<file path="src/rtl/la_cmd_pkg.sv">
package la_cmd_pkg;
    localparam int BYTE_W    = 8;
    localparam int ARG_BYTES = 4;
    localparam int ARG_W     = BYTE_W * ARG_BYTES;
    localparam int HALF_W    = ARG_W / 2;
    localparam int CNT_W     = $clog2(ARG_BYTES);

    localparam logic [BYTE_W-1:0] OP_RESET = 8'h00;
    localparam logic [BYTE_W-1:0] OP_ARM   = 8'h01;
    localparam logic [BYTE_W-1:0] OP_MASK  = 8'hC0;
    localparam logic [BYTE_W-1:0] OP_VALUE = 8'hC1;
    localparam logic [BYTE_W-1:0] OP_CFG   = 8'hC2;
    localparam logic [BYTE_W-1:0] OP_DIV   = 8'h80;
    localparam logic [BYTE_W-1:0] OP_COUNT = 8'h81;
    localparam logic [BYTE_W-1:0] OP_FLAGS = 8'h82;

    typedef struct packed {
        logic              busy;
        logic [CNT_W-1:0]  cnt;
        logic [BYTE_W-1:0] op;
        logic [ARG_W-1:0]  word;
        logic              short_v;
        logic [BYTE_W-1:0] short_op;
        logic              long_v;
    } framer_st_t;

    typedef struct packed {
        logic [ARG_W-1:0]  mask;
        logic [ARG_W-1:0]  value;
        logic [ARG_W-1:0]  cfg;
        logic [ARG_W-1:0]  div;
        logic [ARG_W-1:0]  flags;
        logic [HALF_W-1:0] rd;
        logic [HALF_W-1:0] dly;
        logic              rst_p;
        logic              arm_p;
    } regs_st_t;
endpackage

</file>
<file path="src/rtl/la_cmd_framer.sv">
module la_cmd_framer
    import la_cmd_pkg::*;
(
    input  logic              clk,
    input  logic              rst_n,
    input  logic              rx_valid,
    input  logic [BYTE_W-1:0] rx_byte,
    output logic              short_valid,
    output logic [BYTE_W-1:0] short_op,
    output logic              long_valid,
    output logic [BYTE_W-1:0] long_op,
    output logic [ARG_W-1:0]  long_arg
);
    localparam logic [CNT_W-1:0] LAST = CNT_W'(ARG_BYTES - 1);

    framer_st_t st_d, st_q;

    always_comb begin
        st_d         = st_q;
        st_d.short_v = 1'b0;
        st_d.long_v  = 1'b0;
        if (rx_valid) begin
            if (st_q.busy) begin
                st_d.word = {rx_byte, st_q.word[ARG_W-1:BYTE_W]};
                if (st_q.cnt == LAST) begin
                    st_d.busy   = 1'b0;
                    st_d.cnt    = '0;
                    st_d.long_v = 1'b1;
                end else begin
                    st_d.cnt = st_q.cnt + 1'b1;
                end
            end else if (rx_byte[BYTE_W-1]) begin
                st_d.busy = 1'b1;
                st_d.cnt  = '0;
                st_d.op   = rx_byte;
            end else begin
                st_d.short_v  = 1'b1;
                st_d.short_op = rx_byte;
            end
        end
    end

    always_ff @(posedge clk or negedge rst_n) begin
        if (!rst_n) st_q <= '0;
        else        st_q <= st_d;
    end

    assign short_valid = st_q.short_v;
    assign short_op    = st_q.short_op;
    assign long_valid  = st_q.long_v;
    assign long_op     = st_q.op;
    assign long_arg    = st_q.word;

    // no short command may come out of a byte taken inside a frame
    assert_no_short_in_frame_R9: assert property (@(posedge clk) disable iff (!rst_n)
        (st_q.busy && rx_valid) |=> !short_valid);
    // a frame completes only on an accepted fourth argument byte
    assert_frame_on_fourth_R5: assert property (@(posedge clk) disable iff (!rst_n)
        long_valid |-> ($past(rx_valid) && $past(st_q.busy) && $past(st_q.cnt) == LAST));
    // idle input leaves the frame position untouched
    assert_idle_holds_R10: assert property (@(posedge clk) disable iff (!rst_n)
        !rx_valid |=> ($stable(st_q.busy) && $stable(st_q.cnt)));
endmodule

</file>
<file path="src/rtl/la_cmd_regs.sv">
module la_cmd_regs
    import la_cmd_pkg::*;
(
    input  logic              clk,
    input  logic              rst_n,
    input  logic              short_valid,
    input  logic [BYTE_W-1:0] short_op,
    input  logic              long_valid,
    input  logic [BYTE_W-1:0] long_op,
    input  logic [ARG_W-1:0]  long_arg,
    output regs_st_t          regs
);
    regs_st_t r_d, r_q;

    always_comb begin
        r_d       = r_q;
        r_d.rst_p = short_valid && (short_op == OP_RESET);
        r_d.arm_p = short_valid && (short_op == OP_ARM);
        if (long_valid) begin
            case (long_op)
                OP_MASK:  r_d.mask  = long_arg;
                OP_VALUE: r_d.value = long_arg;
                OP_CFG:   r_d.cfg   = long_arg;
                OP_DIV:   r_d.div   = long_arg;
                OP_FLAGS: r_d.flags = long_arg;
                OP_COUNT: begin
                    r_d.rd  = long_arg[ARG_W-1:HALF_W];
                    r_d.dly = long_arg[HALF_W-1:0];
                end
                default: ;
            endcase
        end
    end

    always_ff @(posedge clk or negedge rst_n) begin
        if (!rst_n) r_q <= '0;
        else        r_q <= r_d;
    end

    assign regs = r_q;

    // the two strobes never coincide
    assert_pulse_exclusive_R2: assert property (@(posedge clk) disable iff (!rst_n)
        !(r_q.rst_p && r_q.arm_p));
    // configuration holds unless a frame just completed
    assert_regs_hold_R5: assert property (@(posedge clk) disable iff (!rst_n)
        !long_valid |=> ($stable(r_q.mask) && $stable(r_q.value) && $stable(r_q.cfg)
                         && $stable(r_q.div) && $stable(r_q.flags)
                         && $stable(r_q.rd) && $stable(r_q.dly)));
    // an arm strobe follows a short command one cycle earlier
    assert_arm_source_R3: assert property (@(posedge clk) disable iff (!rst_n)
        r_q.arm_p |-> $past(short_valid));
endmodule

</file>
<file path="src/rtl/la_cmd_decoder.sv">
module la_cmd_decoder
    import la_cmd_pkg::*;
(
    input  logic        clk,
    input  logic        rst_n,
    input  logic        rx_valid,
    input  logic [7:0]  rx_byte,
    output logic        reset_pulse,
    output logic        arm_pulse,
    output logic [31:0] trig_mask,
    output logic [31:0] trig_value,
    output logic [31:0] trig_cfg,
    output logic [31:0] clk_div,
    output logic [15:0] read_count,
    output logic [15:0] delay_count,
    output logic [31:0] flags
);
    logic              short_valid, long_valid;
    logic [BYTE_W-1:0] short_op, long_op;
    logic [ARG_W-1:0]  long_arg;
    regs_st_t          regs;

    la_cmd_framer u_framer (
        .clk, .rst_n, .rx_valid, .rx_byte,
        .short_valid, .short_op, .long_valid, .long_op, .long_arg
    );

    la_cmd_regs u_regs (
        .clk, .rst_n, .short_valid, .short_op,
        .long_valid, .long_op, .long_arg, .regs
    );

    assign reset_pulse = regs.rst_p;
    assign arm_pulse   = regs.arm_p;
    assign trig_mask   = regs.mask;
    assign trig_value  = regs.value;
    assign trig_cfg    = regs.cfg;
    assign clk_div     = regs.div;
    assign read_count  = regs.rd;
    assign delay_count = regs.dly;
    assign flags       = regs.flags;
endmodule

</file>
<file path="config.mk">
export PLATFORM = sky130hd
export DESIGN_NAME = la_cmd_decoder
export DESIGN_NICKNAME = d
export VERILOG_FILES = /design/src/rtl/la_cmd_pkg.sv /design/src/rtl/la_cmd_framer.sv /design/src/rtl/la_cmd_regs.sv /design/src/rtl/la_cmd_decoder.sv
export SDC_FILE = /design/constraint.sdc
export NUM_CORES = 1
export LEC_CHECK = 0
export BUFFER_PORTS_ARGS = -buffer_cell sky130_fd_sc_hd__buf_4
export CORE_ASPECT_RATIO = 0.75
export CORE_UTILIZATION = 55
export DETAILED_ROUTE_END_ITERATION = 8
export PLACE_DENSITY_LB_ADDON = 0.15
export RECOVER_POWER = 100
export REMOVE_ABC_BUFFERS = 1
export SETUP_SLACK_MARGIN = 0.3
export SYNTH_ARGS = -nofsm -noshare
export SYNTH_HDL_FRONTEND = slang
export SYNTH_SLANG_ARGS = --single-unit
export TNS_END_PERCENT = 5
</file>
<file path="constraint.sdc">
create_clock -name clk -period 3.9 [get_ports clk]
set_input_delay 0.585 -clock clk [delete_from_list [all_inputs] [get_ports clk]]
set_output_delay 0.585 -clock clk [all_outputs]
set_load 0.03 [all_outputs]
</file>
# == Word-level counts from Yosys, hierarchy flattened ==
# Cells that the tools add are included.
# op_classes
n_reduce_logical,14
addsub,1
n_eq_ne,8
bitwise,2
n_mux,9
# op_table
op,count
"equality test 8 bit, second input constant",6
two-way mux 9 bit,2
AND reduction 2 bit,8
two-way mux 11 bit,1
two-way mux 10 bit,1
zero test 8 bit,1
"equality test 7 x 1 -> 1 bit, second input constant",1
AND reduction 3 bit,2
two-way mux 1 bit,3
two-way mux 3 bit,1
"adder 2 x 1 -> 2 bit, second input constant",1
"equality test 2 bit, second input constant",1
logical AND 1 bit,2
two-way mux 2 bit,1
inverter 1 bit,2
nonzero test 2 bit,1
# word_totals
in_bits,11
reg_bits,246
word_cells,50

# == Longest topological paths before layout ==
# depth
ltp_word,4
mapped_depth,4
depth_no_buf,3

# == By module ==
# Synthesis repeated with hierarchy kept, for this count alone.
# unflattened
cells_unflattened,586
area_unflattened_um2,9565.4
# modules_own_cells
mod,n_inst,cells_each,area_per_inst_um2
la_cmd_regs,1,422,7264.5
la_cmd_framer,1,164,2301.0

# == Least setup slack after synthesis ==
# Ideal clock, no wire load.
# synth_timing
kind,flip-flop to flip-flop
from,"register u_framer.st_q, in the netlist u_framer.long_op[1]"
to,"register u_regs.r_q, in the netlist u_regs.regs[67]"
t_required_ps,3775
slack_ps,2002
path_buffers,1
setup_ps,125
synth_period_minus_slack_ps,1898
arrival_time_ps,1774
path_stages_with_launch,5
path_cell_list,dfrtp_1 -> or4b_4 -> nor3b_4 -> buf_6 -> mux2_2
# synth_via
elab_chain_cells,2
# synth_lines
item,line_no,text
start: declaration,la_cmd_framer.sv:16,"framer_st_t st_d, st_q;"
start signal: assignment,la_cmd_framer.sv:45,else st_q <= st_d;
equality test 8 bit,la_cmd_regs.sv:20,case (long_op)
AND reduction 2 bit (no source line),n/a,
end signal: assignment,la_cmd_regs.sv:37,else r_q <= r_d;
end: declaration,la_cmd_regs.sv:13,"regs_st_t r_d, r_q;"
# Every way passes these cells.
# A chain may end at the register's enable or synchronous reset.

# == Final worst setup path ==
# layout_timing
from,"register u_framer.st_q, in the netlist u_framer.long_op[1]"
to,"register u_regs.r_q, in the netlist u_regs.regs[171]"
# Same word-level chain as after synthesis.

==> flow_summary.ini <==
[run_status]
status = finished, violations left
violations = capacitance limit, slew limit

[sta]
tightest_slew_ns = 1.790
post-route-period-util = 0.8004
setup_viol_count_final = 0
drv_slew = 117
final-hold-violation-count = 0
rsz0062_at_grt = false
fin_crit_ns = 3.122
slew-limit-headroom = -0.1932
clock_skew_ns = 0.01198
max_freq_ghz = 0.3203
setup_tns_ns = 0

[drt]
drt_iter0_drc = 176
wl_per_cell_um = 20.68
ant_nets = 0
drc_errors = 0
wl_um = 20230
drt-pass1-iter-count = 4
routed-via-count = 5315
drt-vias-per-instance = 5.435

[setup_path]
reg2reg_slack_ns = 0.78
crit_path_start_kind = flip-flop
path_class = reg -> reg
end_kind = flip-flop
arrival_ns = 3.50
path_max_fanout = 16
worst_path_largest_cell_delay_ns = 1.11
crit_chain = or4b_1 -> nor3b_2 -> clkbuf_1 -> mux2_2
crit_buf_inv = 1
crit_path_end = u_regs.regs[171]
startpoint = u_framer.long_op[1]
reg2reg_from = u_framer.long_op[1]
crit_required_ns = 4.28
crit_family = simple AND/OR/NAND/NOR gates
cp_slowest_cell = nor3b_2
timing.rr.end = u_regs.regs[171]
worst-path-stages = 4
reg2regPathDepth = 4

[grt]
track_usage = 0.2424
antenna_found_initial = 0
grt_pass1_vias = 5633
gr-total-overflow = 0
grt_max_degree = 128
grt_pass1_wl_um = 31980

[die]
core_area_um2 = 16170
floorplan.initialDensity = 0.5682
fp.dieW_um = 151.2
ioPinCount = 205
rows = 40
die_y_um = 113.9
die-area_um2 = 17230

[synthesis]
yosysUniqueCellTypes = 27
ys_top_cells_by_area = dfrtp_1 67%, mux2_2 29%, nor3b_4 0.41%
synthDominantCellAreaShare = 0.6702
syn_avg_cell_area_um2 = 17.07
synth_seq_cells = 246
ys_warn_count = 0
syn_area_um2 = 9185
ys_seq_area_frac = 0.6702
yosysTopAreaCell = dfrtp_1
synthCells = 538

[placement]
dp_hpwl_um = 13600
gp_congestion = 0.7934
placed_cell_area_um2 = 10990
numPortBuffers = 204
placedCellCount = 938

[cells_and_area]
final_area_um2 = 10880
area_delta_synth_final_pct = 18.50
antenna_cells = 0
final_cell_mix = 246 x dfrtp_1, 233 x mux2_2, 204 x clkbuf_1, 23 x clkbuf_16, 10 x buf_4
fin_util = 0.6733
drive_gt1_frac = 0.3711
nNetsFinal = 765
fin_cells = 978
final_common_cell = dfrtp_1

[cts]
post_cts_resized = 0
worstSkewPairLatency_ns = 0.50
hold_buffers = 0
cts-buffers-inserted = 23
cts_root_buffer = clkbuf_16
cts_buffer_depth = 3
cts_setup_buffers = 0
clkSlewWorstSetupHoldPaths_ns = 0.06
clock_sinks = 246
htreeDepth = 1
cts_tree = built

[pwr]
p_leak_nw = 5.354
p_total_mw = 7.494
vdd_drop_max_mv = 0.4272
powerDensity_nw_per_um2 = 688.6

[min_path]
min_path_type = in -> async

[job]
cap_violations = 4
[how the worst min path moves through the flow]
stage	start	end	slack (ns)	depth (start not counted)
floorplan	rst_n	u_framer.long_arg[0]	0.29	0
detailed placement	u_framer.short_op[0]	u_regs.regs[1]	0.42	1
CTS	rst_n	u_regs.regs[5]	0.23	1
finish	rst_n	u_regs.regs[5]	0.18	1
global route	rst_n	u_regs.regs[5]	0.24	1
global placement	u_framer.short_op[0]	u_regs.regs[1]	0.41	1
[report_power, final]
group	switching (mW)	internal [mW]	leakage [nW]
Sequential	0.597	3.12	3.32
Combinational	1.07	0.633	1.69
Clock	0.900	1.18	0.350
[registers in the layout, indices dropped and copies added, names as in the netlist]
name                  cells
u_framer.long_valid       1
u_framer.st_q             3
u_framer.short_op         7
u_framer.long_op          8
u_framer.short_valid      1
u_framer.long_arg        32
u_regs.regs             194
[cell type report]
type | count | area (µm²)
clock inverters | 6 | 30.03
well taps | 210 | 262.8
multi-input cells | 268 | 2882
clock buffers | 34 | 666.9
flip-flops and latches | 246 | 6156
fillers | 1280 | 5281
inverters | 1 | 3.754
repair buffers | 213 | 883.3
[Yosys cell counts, drive strengths merged]
library cell and instances:
a21oi 1, a32o 1, and3 1, and4bb 1, buf 17, clkbuf 6, dfrtp 246, ha 1
inv 1, mux2 237, nand2 3, nand2b 1, nand3 5, nand3b 1, nor2 4, nor2b 1
nor3b 4, nor4 1, nor4b 2, o21ai 3, or4b 1
[per-layer routing]
metal / GRT usage / wire length (µm) / share of wire
met5: 0 / 0 / 0
met1: 0.3410 / 9129 / 0.45
met2: 0.3848 / 9301 / 0.46
met4: 0.04667 / 349 / 0.017
met3: 0.06320 / 1445 / 0.071
[through the flow]
| step | hold slack [ns] | worst slack [ns] |
|---|---|---|
| detailed placement | 0.4218 | 1.247 |
| floorplan | 0.2894 | 1.491 |
| CTS | 0.2306 | 1.241 |
| global route | 0.2415 | 0.6283 |
| global placement | 0.4110 | 1.296 |
| finish | 0.1764 | 0.7783 |
[worst register-to-register path: stages, from the launching register on]
cell and delay (ns):
dfrtp_1 0.40, or4b_1 0.62, nor3b_2 1.11, clkbuf_1 0.47, mux2_2 0.40
[logic make-up after synthesis]
logic type,after synthesis,synth area share
multiplexers,237,0.2906
AO/OA/AOI/OAI,5,0.003268
buffers and inverters,24,0.01444
adder cells (fa/ha/maj),1,0.001362
AND/OR/NAND/NOR,25,0.02016
flip-flops,246,0.6702
No activity file was read; power rests on OpenSTA's default activity.
